## src/rtl/dma_arb_pkg.sv

```systemverilog
package dma_arb_pkg;
  localparam logic [1:0] WA_CMD     = 2'd0;
  localparam logic [1:0] WA_REQ     = 2'd1;
  localparam logic [1:0] WA_MASK1   = 2'd2;
  localparam logic [1:0] WA_MASKALL = 2'd3;
  localparam logic [1:0] RA_STATUS  = 2'd0;
  localparam logic [1:0] RA_REQ     = 2'd1;
  localparam logic [1:0] RA_MASK    = 2'd2;
  localparam logic [1:0] RA_CMD     = 2'd3;
endpackage

```

## src/rtl/dma_arb_regs.sv

```systemverilog
module dma_arb_regs
  import dma_arb_pkg::*;
#(
  parameter int NCH = 4,
  parameter int CW  = $clog2(NCH),
  parameter int DW  = 2 * NCH
) (
  input  logic           clk,
  input  logic           rst,
  input  logic           master_clr,
  input  logic [NCH-1:0] dreq,
  input  logic           wr_en,
  input  logic [1:0]     wr_addr,
  input  logic [DW-1:0]  wr_data,
  input  logic           rd_en,
  input  logic [1:0]     rd_addr,
  input  logic           gnt_vld,
  input  logic [CW-1:0]  gnt_ch,
  input  logic           tc_pulse,
  input  logic           eop_pulse,
  output logic [NCH-1:0] pend,
  output logic           rot_q,
  output logic [DW-1:0]  rd_data
);
  logic [NCH-1:0] req_q, mask_q, tc_q;
  logic [DW-1:0]  rd_mux;
  logic           clr;

  assign clr  = rst | master_clr;
  assign pend = (dreq | req_q) & ~mask_q;

  for (genvar c = 0; c < NCH; c++) begin : g_ch
    logic sel, hit;
    assign sel = (wr_data[CW-1:0] == CW'(c));
    assign hit = gnt_vld && (gnt_ch == CW'(c));
    always_ff @(posedge clk) begin
      if (clr) begin
        req_q[c]  <= 1'b0;
        mask_q[c] <= 1'b1;
        tc_q[c]   <= 1'b0;
      end else begin
        if (wr_en && wr_addr == WA_REQ && sel) req_q[c] <= wr_data[CW];
        if ((tc_pulse || eop_pulse) && hit)    req_q[c] <= 1'b0;
        if (wr_en && wr_addr == WA_MASK1 && sel) mask_q[c] <= wr_data[CW];
        if (wr_en && wr_addr == WA_MASKALL)      mask_q[c] <= wr_data[c];
        if (rd_en && rd_addr == RA_STATUS) tc_q[c] <= 1'b0;
        if (tc_pulse && hit)               tc_q[c] <= 1'b1;
      end
    end
  end

  always_comb begin
    case (rd_addr)
      RA_STATUS: rd_mux = {pend, tc_q};
      RA_REQ:    rd_mux = DW'(req_q);
      RA_MASK:   rd_mux = DW'(mask_q);
      default:   rd_mux = DW'(rot_q);
    endcase
  end

  always_ff @(posedge clk) begin
    if (clr) begin
      rot_q   <= 1'b0;
      rd_data <= '0;
    end else begin
      if (wr_en && wr_addr == WA_CMD) rot_q <= wr_data[0];
      if (rd_en) rd_data <= rd_mux;
    end
  end

  assert_mclr_state_R6: assert property (@(posedge clk) disable iff (rst)
    master_clr |=> (&mask_q) && (req_q == '0) && (tc_q == '0) && !rot_q);
endmodule

```

## src/rtl/dma_arb_prio.sv

```systemverilog
module dma_arb_prio #(
  parameter int NCH = 4,
  parameter int CW  = $clog2(NCH)
) (
  input  logic [NCH-1:0] cand,
  input  logic           rotate,
  input  logic [CW-1:0]  last_ch,
  output logic           win_any,
  output logic [CW-1:0]  win_ch
);
  logic [CW-1:0] base;
  logic [CW-1:0] idx;

  always_comb begin
    base    = rotate ? last_ch + CW'(1) : '0;
    win_any = 1'b0;
    win_ch  = '0;
    idx     = '0;
    for (int i = 0; i < NCH; i++) begin
      idx = base + CW'(i);
      if (!win_any && cand[idx]) begin
        win_any = 1'b1;
        win_ch  = idx;
      end
    end
  end
endmodule

```

## src/rtl/dma_req_arbiter.sv

```systemverilog
module dma_req_arbiter #(
  parameter int NCH = 4,
  parameter int CW  = $clog2(NCH),
  parameter int DW  = 2 * NCH
) (
  input  logic           clk,
  input  logic           rst,
  input  logic           master_clr,
  input  logic [NCH-1:0] dreq,
  input  logic           wr_en,
  input  logic [1:0]     wr_addr,
  input  logic [DW-1:0]  wr_data,
  input  logic           rd_en,
  input  logic [1:0]     rd_addr,
  output logic [DW-1:0]  rd_data,
  input  logic           tc_pulse,
  input  logic           eop_pulse,
  input  logic           svc_done,
  output logic           grant_vld,
  output logic [CW-1:0]  grant_ch
);
  logic [NCH-1:0] pend;
  logic           rot_q, win_any;
  logic [CW-1:0]  win_ch, last_q;
  logic [NCH-1:0] below_win;

  dma_arb_regs #(.NCH(NCH), .CW(CW), .DW(DW)) u_regs (
    .clk(clk), .rst(rst), .master_clr(master_clr), .dreq(dreq),
    .wr_en(wr_en), .wr_addr(wr_addr), .wr_data(wr_data),
    .rd_en(rd_en), .rd_addr(rd_addr),
    .gnt_vld(grant_vld), .gnt_ch(grant_ch),
    .tc_pulse(tc_pulse), .eop_pulse(eop_pulse),
    .pend(pend), .rot_q(rot_q), .rd_data(rd_data)
  );

  dma_arb_prio #(.NCH(NCH), .CW(CW)) u_prio (
    .cand(pend), .rotate(rot_q), .last_ch(last_q),
    .win_any(win_any), .win_ch(win_ch)
  );

  always_ff @(posedge clk) begin
    if (rst || master_clr) begin
      grant_vld <= 1'b0;
      grant_ch  <= '0;
      last_q    <= CW'(NCH - 1);
    end else if (grant_vld) begin
      if (svc_done) begin
        grant_vld <= 1'b0;
        last_q    <= grant_ch;
      end
    end else if (win_any) begin
      grant_vld <= 1'b1;
      grant_ch  <= win_ch;
    end
  end

  assign below_win = (NCH'(1) << win_ch) - NCH'(1);

  assert_winner_unmasked_R9: assert property (@(posedge clk) disable iff (rst)
    win_any |-> pend[win_ch]);
  assert_fixed_lowest_R7: assert property (@(posedge clk) disable iff (rst)
    (win_any && !rot_q) |-> ((pend & below_win) == '0));
  assert_grant_hold_R10: assert property (@(posedge clk) disable iff (rst)
    (grant_vld && !svc_done && !master_clr) |=> grant_vld && $stable(grant_ch));
  assert_idle_grants_R10: assert property (@(posedge clk) disable iff (rst)
    (!grant_vld && win_any && !master_clr) |=> grant_vld);
endmodule

```

## config.mk

```make
export PLATFORM = sky130hd
export DESIGN_NAME = dma_req_arbiter
export DESIGN_NICKNAME = d
export VERILOG_FILES = /design/src/rtl/dma_arb_pkg.sv /design/src/rtl/dma_arb_regs.sv /design/src/rtl/dma_arb_prio.sv /design/src/rtl/dma_req_arbiter.sv
export SDC_FILE = /design/constraint.sdc
export NUM_CORES = 1
export LEC_CHECK = 0
export BUFFER_PORTS_ARGS = -buffer_cell sky130_fd_sc_hd__buf_2
export CORE_MARGIN = 8
export CORE_UTILIZATION = 52
export CTS_CLUSTER_SIZE = 25
export DETAILED_ROUTE_END_ITERATION = 8
export HOLD_SLACK_MARGIN = 0.12
export MAX_ROUTING_LAYER = met4
export PLACE_DENSITY = 0.78
export SYNTH_ARGS = -nofsm -noshare
export SYNTH_HDL_FRONTEND = slang
export SYNTH_HIERARCHICAL = 1
export SYNTH_SLANG_ARGS = --single-unit
```

## constraint.sdc

```tcl
create_clock -name clk -period 1.7 [get_ports clk]
set_clock_uncertainty 0.05 [all_clocks]
set_input_delay 0.255 -clock clk [delete_from_list [all_inputs] [get_ports clk]]
set_output_delay 0.255 -clock clk [all_outputs]
set_load 0.02 [all_outputs]
```

==> results.cfg, run 1 <==
[job]
cap_violations = 0

[grt]
grt_usage = 0.172
overflow = 0
first_global_vias = 1448
antenna_found_initial = 0
grt_max_degree = 16
grt_pass1_wl_um = 6260

[timing]
hold_viol = 0
setup_viol = 0
fmax_mhz = 588
finalCriticalPeriod_ps = 1700
post-route-period-util = 1.00
tns_ps = 0
max_slew_margin = 0.627
slew_violations = 0
holdWs_ps = 190
worst_pin_slew_ps = 557

[placed_design]
dp.final_hpwl_um = 2890
portBuffers = 30
routabilityCongestion = 0.826

[synthesis]
ys.flop_type = dfxtp_1
synth_nets = 199
synth_area_um2 = 1460
synthTopCellsByArea = dfxtp_1 (36%), a21oi_1 (7.6%), mux2i_1 (6.2%), nor2_1 (3.6%), nor2b_1 (3.4%)
yosysSeqAreaShare = 0.357
yosys.area.top_type = dfxtp_1
ys_warn_count = 6
synthCells = 175
yosysMostFrequentCell = dfxtp_1
async_flop_share = 0
avgSynthCellArea_um2 = 8.33
synth_edf_count = 0
synth.top_cell.area_share = 0.357
synth_commonest_cells = dfxtp_1 (26), a21oi_1 (22), nor2_1 (14)
synth_seq_cells = 26
synth_cell_type_count = 42

[worst_setup_path]
cp.required_ps = 1880
path_class = register to register
worst_path_max_delay_cell = dfxtp_2
worst-path-buf-inv = 0
cp-start-kind = register
worstPathCellList = o21ba_4 > nor2b_1 > o22ai_1 > a211oi_2 > o31a_1 > mux2i_1 > nor3_1
cp_top_family = compound AO/OA/AOI/OAI gates
cp.arrival_ps = 1880
cp_max_fo = 6
crit_path_end_kind = register
slowest_delay_ps = 360

[pwr]
switchingPower_mw = 0.284
vdd_ir_drop_max_uv = 762
comb_power_share = 0.131
p_sw_frac = 0.235
powerDensity_nw_per_um2 = 680
internal-power_mw = 0.924
clockPowerShare = 0.353
p_seq_frac = 0.517
total_leakage_power_nw = 0.709

[die]
die_y_um = 68.9
die_w_um = 68.9
initial_core_util = 0.538
die_area_um2 = 4750
core_um2 = 2710
io_pins = 35
rows = 19

[clocking]
htree_levels = 1
cts_tree = built
clk_latency_ps = 320
cts.reportedPaths.clkPinSlew_ps = 150
cts_root_buf = clkbuf_4
cts_made_buffers = 3
cts_buffer_depth = 2
clock-sinks = 26

[run_status]
status = completed

[final_layout]
seqCellArea_um2 = 523
final_nets = 237
area_growth_pct = 22.0
final_layout_size_suffix_gt1_frac = 0.264
fill_cells = 227
antennaDiodeCount = 0
multi_input_comb_area_um2 = 908

[detailed_routing]
dr.pass1.iters = 4
via_per_inst = 6.01
drt_iter0_drc = 114
vias = 1460
drcViolationCount = 0
wirelength_um = 3930
routedWlPerCell_um = 16.2
ant_nets = 0

[worst_hold_path]
hp-class = input pin to register
## through the flow
| step | instances | power [mW] | setup WS, ps | util | cell area [um2] |
|---|---|---|---|---|---|
| after detailed placement | 234 | 0.782 | 60.3 | 0.608 | 1650 |
| after floorplan | 175 | 0.730 | 197 | - | 1460 |
| final | 243 | 1.21 | 0.431 | 0.656 | 1780 |
| after global routing | 243 | 1.25 | -35.6 | 0.656 | 1780 |
| after CTS | 241 | 1.20 | 29.0 | 0.641 | 1740 |
| after global placement | 234 | 0.776 | 103 | 0.608 | 1650 |
## worst register-to-register path: cells and delay by family (launching register included)
family	cells	cell delay [ps]
compound gates	4	850
flops	1	360
mux	1	140
simple gates	2	200
## timing repair
item                                    CTS  global route
cloned                                    0             0
buffers inserted                          0             2
endpoints found under the setup margin    1             1
gates resized for setup                   1             7
hold endpoints to repair                  3             0
pin swaps                                 0             4
hold buffers                              3             0
## sequential cells by signal, indices dropped and copies added (netlist names)
register        cells
grant_ch            2
grant_vld           1
last_q              2
u_regs/mask_q       4
u_regs/rd_data      8
u_regs/req_q        4
u_regs/rot_q        1
u_regs/tc_q         4
## layer usage
layer / GRT usage / part of all wire / vias to the layer above
li1: - / - / 715
met4: 0.0652 / 0.019 / 0
met3: 0.0307 / 0.055 / 10
met5: - / 0 / -
met2: 0.274 / 0.47 / 61
met1: 0.213 / 0.46 / 674
## final cells by class
cell class                      instances  share of cell area
Sequential cell                        26               0.294
Clock buffer                            3              0.0127
Clock inverter                          1              0.0169
Timing Repair Buffer                   41               0.135
Tap cell                               31              0.0218
Inverter                                4             0.00844
Multi-Input combinational cell        137               0.511
## placed cells by master, fill, tap and decap left out, types with 2 or more instances in the layout
cell type,synthesis,final
a21oi_1,22,22
buf_2,5,30
buf_4,0,8
clkbuf_4,0,3
dfxtp_1,26,24
dfxtp_2,0,2
dlygate4sd3_1,0,3
inv_1,4,4
mux2i_1,9,9
nand2_1,13,13
nand2b_1,3,3
nand3_1,5,5
nand3b_1,4,4
nand4b_1,2,2
nor2_1,14,14
nor2b_1,8,8
nor3_1,8,8
nor3b_1,4,4
nor4_1,4,4
o211ai_1,2,2
o21a_1,3,3
o21ai_0,10,9
o21ba_4,0,4
## path summary, 6_finish.rpt
path	slack, ps	from	depth (start not counted)	end
setup / recovery	0.4	u_regs/req_q[1]$_SDFFE_PP0P_	7	grant_ch[0]$_SDFFE_PP0P_
hold / removal	190	tc_pulse	3	u_regs/tc_q[3]$_SDFFE_PP0P_
setup reg to reg	0.4	u_regs/req_q[1]$_SDFFE_PP0P_	7	grant_ch[0]$_SDFFE_PP0P_
hold reg to reg	420	u_regs/tc_q[3]$_SDFFE_PP0P_	2	u_regs/tc_q[3]$_SDFFE_PP0P_
## power groups by stage
stage	logic, mW	registers (mW)	clock network, mW
floorplan	0.0878	0.642	0
global placement	0.140	0.636	0
detailed placement	0.145	0.637	0
CTS	0.152	0.624	0.429
global route	0.174	0.625	0.452
finish	0.158	0.624	0.426
## kinds of logic after synthesis
| group | share of synthesized area |
|---|---|
| multiplexers | 0.0773 |
| AND/OR/NAND/NOR | 0.299 |
| flip-flops | 0.357 |
| buffers and inverters | 0.0403 |
| AO/OA/AOI/OAI | 0.227 |
No activity file was read; power rests on OpenSTA's default activity.
==> inputs of run 2 (changes only) <==
- CELL_PAD_IN_SITES_DETAIL_PLACEMENT: not set -> 0
- CELL_PAD_IN_SITES_GLOBAL_PLACEMENT: not set -> 2
- CORE_MARGIN: 8 -> not set
- CORE_UTILIZATION: 52 -> 30
- PLACE_DENSITY: 0.78 -> not set
- PLACE_DENSITY_LB_ADDON: not set -> 0.1
==> run 2 against run 1 <==
Sequential cell count stayed put. Register-to-register slack improved by 70 ps. Wire length up 0.25%. Clock power down 5.6%. Combinational power down 4%. Via count fell by 3.5%. Count of clock-buffer cells in the layout rose by 1. Worst setup slack improved by 69 ps. Global-route usage shrank 0.90 points. Hold slack worse by 47 ps.
==> results.cfg, run 2 (synthesis results as in run 1) <==
[worst_setup_path]
crit_path_end_kind = register
slowest_delay_ps = 330
cp.arrival_ps = 1750
worstPathCellList = o21ba_4 > nor2b_1 > o22ai_1 > a211oi_2 > o31a_1 > mux2i_1 > nor3_1
worst_path_max_delay_cell = dfxtp_1
cp_max_fo = 9
cp.required_ps = 1820
path_class = register to register
worstRegToRegCells = 7
cp-start-kind = register

[die]
die_area_um2 = 5140
initial_core_util = 0.324
die_y_um = 71.7
io_pins = 35
core_um2 = 4500
rows = 24
die_w_um = 71.7

[timing]
tns_ps = 0
setup_viol = 0
post-route-period-util = 0.959
max_slew_margin = 0.693
worst_pin_slew_ps = 459
slew_violations = 0
setup_slack_ps = 69.5
finalCriticalPeriod_ps = 1630
hold_viol = 0
rsz0062_at_grt = no
fmax_mhz = 613

[detailed_routing]
dr.pass1.iters = 4
routedWlPerCell_um = 15.0
routed.top_layer = met4
wl_met1_um = 2120
met2_length_um = 1700
drcViolationCount = 0
wl_met3_um = 104
vias = 1409
wirelength_um = 3940
via_per_inst = 5.38
drt_iter0_drc = 79
ant_nets = 0

[clocking]
cts_made_buffers = 3
post-cts-setup-buffers = 0
cts_resized = 0
cts_buffer_depth = 2
clk_latency_ps = 270
htree_levels = 1
cts_tree = built
hold_buffers = 0
cts.reportedPaths.clkPinSlew_ps = 90
clock-sinks = 26
cts_root_buf = clkbuf_8

[pwr]
total_leakage_power_nw = 0.702
finalPower_mw = 1.18
powerDensity_nw_per_um2 = 662
vdd_ir_drop_max_uv = 285

[final_layout]
fill_cells = 474
antennaDiodeCount = 0
final_nets = 235
final_layout_size_suffix_gt1_frac = 0.267
final_common_cell = buf_2
layout_common_cells = buf_2 (30), dfxtp_1 (26), a21oi_1 (21)
largest_register_ffs = 8
area_growth_pct = 22.1
largest-register = u_regs/rd_data

[placed_design]
dp_slack_ps = 31.5
portBuffers = 30
dp.final_hpwl_um = 3020
routabilityCongestion = 0.806

[grt]
grt_pass1_wl_um = 6290
grt_usage = 0.163
grt_max_degree = 15
overflow = 0
first_global_vias = 1243
antenna_found_initial = 0

[worst_hold_path]
hp-class = input pin to register
hold_depth = 2

[run_status]
status = completed

[job]
cap_violations = 0
## run 2: final cells by class
class	instances	area, um2	share of cell area
timing repair buffer	39	218	0.122
multi-input combinational	137	906	0.509
tap	52	65.1	0.0366
sequential	26	520	0.293
inverter	4	15.0	0.00844
clock buffer	4	55.1	0.0309
## run 2: metrics by stage
stage | utilization | instances | area, um2 | hold WS [ps]
after global routing | 0.395 | 262 | 1780 | 131
after global placement | 0.377 | 258 | 1700 | 406
after CTS | 0.389 | 262 | 1750 | 130
final | 0.395 | 262 | 1780 | 143
after floorplan | - | 175 | 1460 | 282
after detailed placement | 0.377 | 258 | 1700 | 407
## run 2: routing by layer
| metal | up-vias | GRT usage |
|---|---|---|
| met5 | - | - |
| met4 | 0 | 0.0392 |
| met3 | 2 | 0.0211 |
| met2 | 26 | 0.254 |
| met1 | 660 | 0.226 |
| li1 | 721 | - |
## run 2: critical path, delay by kind of cell (launching register included)
| family | cells | cell delay (ps) |
|---|---|---|
| compound gates | 4 | 790 |
| flops | 1 | 330 |
| mux | 1 | 150 |
| simple gates | 2 | 200 |
## run 2: worst paths after layout
| path | endpoint | start | slack (ps) |
|---|---|---|---|
| min reg2reg | u_regs/tc_q[3]$_SDFFE_PP0P_ | u_regs/tc_q[3]$_SDFFE_PP0P_ | 420 |
| max | grant_ch[0]$_SDFFE_PP0P_ | u_regs/req_q[1]$_SDFFE_PP0P_ | 70 |
| max reg2reg | grant_ch[0]$_SDFFE_PP0P_ | u_regs/req_q[1]$_SDFFE_PP0P_ | 70 |
| min | grant_ch[1]$_SDFFE_PP0P_ | rst | 140 |
## run 2: power by group
| group | switching, mW | internal, mW | total (mW) |
|---|---|---|---|
| logic | 0.0877 | 0.0640 | 0.152 |
| registers | 0.00768 | 0.617 | 0.625 |
| clock network | 0.195 | 0.207 | 0.402 |
| total | 0.290 | 0.888 | 1.18 |
==> inputs of run 3 (changes only) <==
- CORE_MARGIN: not set -> 5
==> run 3 against run 2 <==
Die area is 24% higher. Global-route usage is 2.8 points lower. Sequential share of layout area is 0.34 points lower. Combinational power hardly changed. Sequential cell count stayed put. Worst setup slack worse by 26 ps. Clock power is 3% higher. Wire length is 4.3% higher. Via count hardly changed. Final area is 2.4% higher. Final cell count is 6.5% higher. Critical path type unchanged. Critical endpoint unchanged. Highest routed layer unchanged.
==> results.cfg, run 3 (synthesis results as in run 1) <==
[final_layout]
final_layout_size_suffix_gt1_frac = 0.302
final_common_cell = buf_2
largest_register_ffs = 8
area_growth_pct = 25.0
antennaDiodeCount = 0
layout_common_cells = buf_2 (30), a21oi_1 (22), dfxtp_1 (21)
largest-register = u_regs/rd_data
final_nets = 237
fin_util = 0.386

[placed_design]
routabilityCongestion = 0.748
dp.final_hpwl_um = 3100
portBuffers = 30

[worst_setup_path]
cp_max_fo = 7
crit_path_end_kind = register
cp-start-kind = register
path_class = register to register
cp.arrival_ps = 1780
cp.required_ps = 1830

[clocking]
cts_tree = built
cts.reportedPaths.clkPinSlew_ps = 90
cts_buffer_depth = 2
hold_buffers = 0
htree_levels = 1
cts_root_buf = clkbuf_8
cts_made_buffers = 3
clock-sinks = 26
clk_latency_ps = 270

[die]
die_w_um = 79.7
die_y_um = 79.7
core_um2 = 4720
initial_core_util = 0.309
io_pins = 35
rows = 25
die_area_um2 = 6350

[grt]
grt_max_degree = 15
grt_pass1_wl_um = 6450
grt_usage = 0.136
overflow = 0
antenna_found_initial = 0
first_global_vias = 1281

[timing]
slew_violations = 0
max_slew_margin = 0.653
hold_viol = 0
setup_viol = 0
rsz0062_at_grt = yes
holdWs_ps = 127
fmax_mhz = 604
worst_pin_slew_ps = 519
finalCriticalPeriod_ps = 1660
post-route-period-util = 0.974

[detailed_routing]
via_per_inst = 5.05
dr.pass1.iters = 4
vias = 1410
routedWlPerCell_um = 14.7
drcViolationCount = 0
drt_iter0_drc = 66
wirelength_um = 4110
ant_nets = 0

[pwr]
total_leakage_power_nw = 0.711
powerDensity_nw_per_um2 = 653
vdd_ir_drop_max_uv = 268

[run_status]
status = completed

[job]
cap_violations = 0

[worst_hold_path]
hp-class = input pin to register
[run 3: changes by cell type in the layout (fill, tap and decap cells not counted)]
cell | before | now
dfxtp_1 | 26 | 21
dfxtp_2 | 0 | 5
buf_4 | 9 | 11
a21oi_1 | 21 | 22
a21oi_2 | 1 | 0
mux2i_1 | 9 | 8
mux2i_2 | 0 | 1
nor2b_1 | 8 | 7
nor2b_2 | 1 | 2
[run 3: final timing paths]
kind | startpoint | end | slack (ps) | depth (start not counted)
worst max-delay path | u_regs/mask_q[3]$_SDFFE_PP1P_ | grant_ch[0]$_SDFFE_PP0P_ | 40 | 7
worst max register to register | u_regs/mask_q[3]$_SDFFE_PP1P_ | grant_ch[0]$_SDFFE_PP0P_ | 40 | 7
worst min-delay path | rst | grant_ch[0]$_SDFFE_PP0P_ | 130 | 2
worst min register to register | u_regs/tc_q[1]$_SDFFE_PP0P_ | u_regs/tc_q[1]$_SDFFE_PP0P_ | 430 | 2
[run 3: layout make-up]
type	count	area, um2
Fill cell	489	2900
Timing Repair Buffer	41	233
Multi-Input combinational cell	137	908
Clock buffer	4	55.1
Tap cell	67	83.8
Inverter	4	15.0
Sequential cell	26	527
[run 3: critical path, cell delays in order (launching register included)]
cell	delay [ps]
dfxtp_1	330
o21ba_4	270
and4bb_1	220
a21oi_1	110
nor3_1	60
o31a_1	290
mux2i_1	150
nor3_1	70
[run 3: report_power, final]
group	leakage [nW]	internal, mW	total, mW	switching, mW
sequential	0.210	0.617	0.625	0.00792
combinational	0.473	0.0642	0.153	0.0883
clock	0.0288	0.207	0.413	0.205
total	0.711	0.889	1.19	0.302
[run 3: metal layers]
layer | vias to the layer above | share of wire | GRT usage
met2 | 42 | 0.41 | 0.184
met3 | 4 | 0.056 | 0.0248
met4 | 0 | 0.0097 | 0.0412
li1 | 720 | - | -
met5 | - | 0 | -
met1 | 644 | 0.52 | 0.201
[run 3: repair_timing]
item | 4_1_cts | 5_1_grt
setup buffers | 0 | 2
endpoints found under the setup margin | 1 | 1
pin swaps | 0 | 3
gates resized for setup | 1 | 11
cloned | 0 | 0
[run 3: metrics by stage]
step	cell area [um2]	instances	worst slack, ps	power (mW)	TNS (ps)
floorplan	1460	175	197	0.730	0
global placement	1720	273	67.3	0.784	0
detailed placement	1720	273	17.4	0.786	0
CTS	1780	277	27.8	1.20	0
global route	1820	279	-23.5	1.26	-23.5
finish	1820	279	44.0	1.19	0
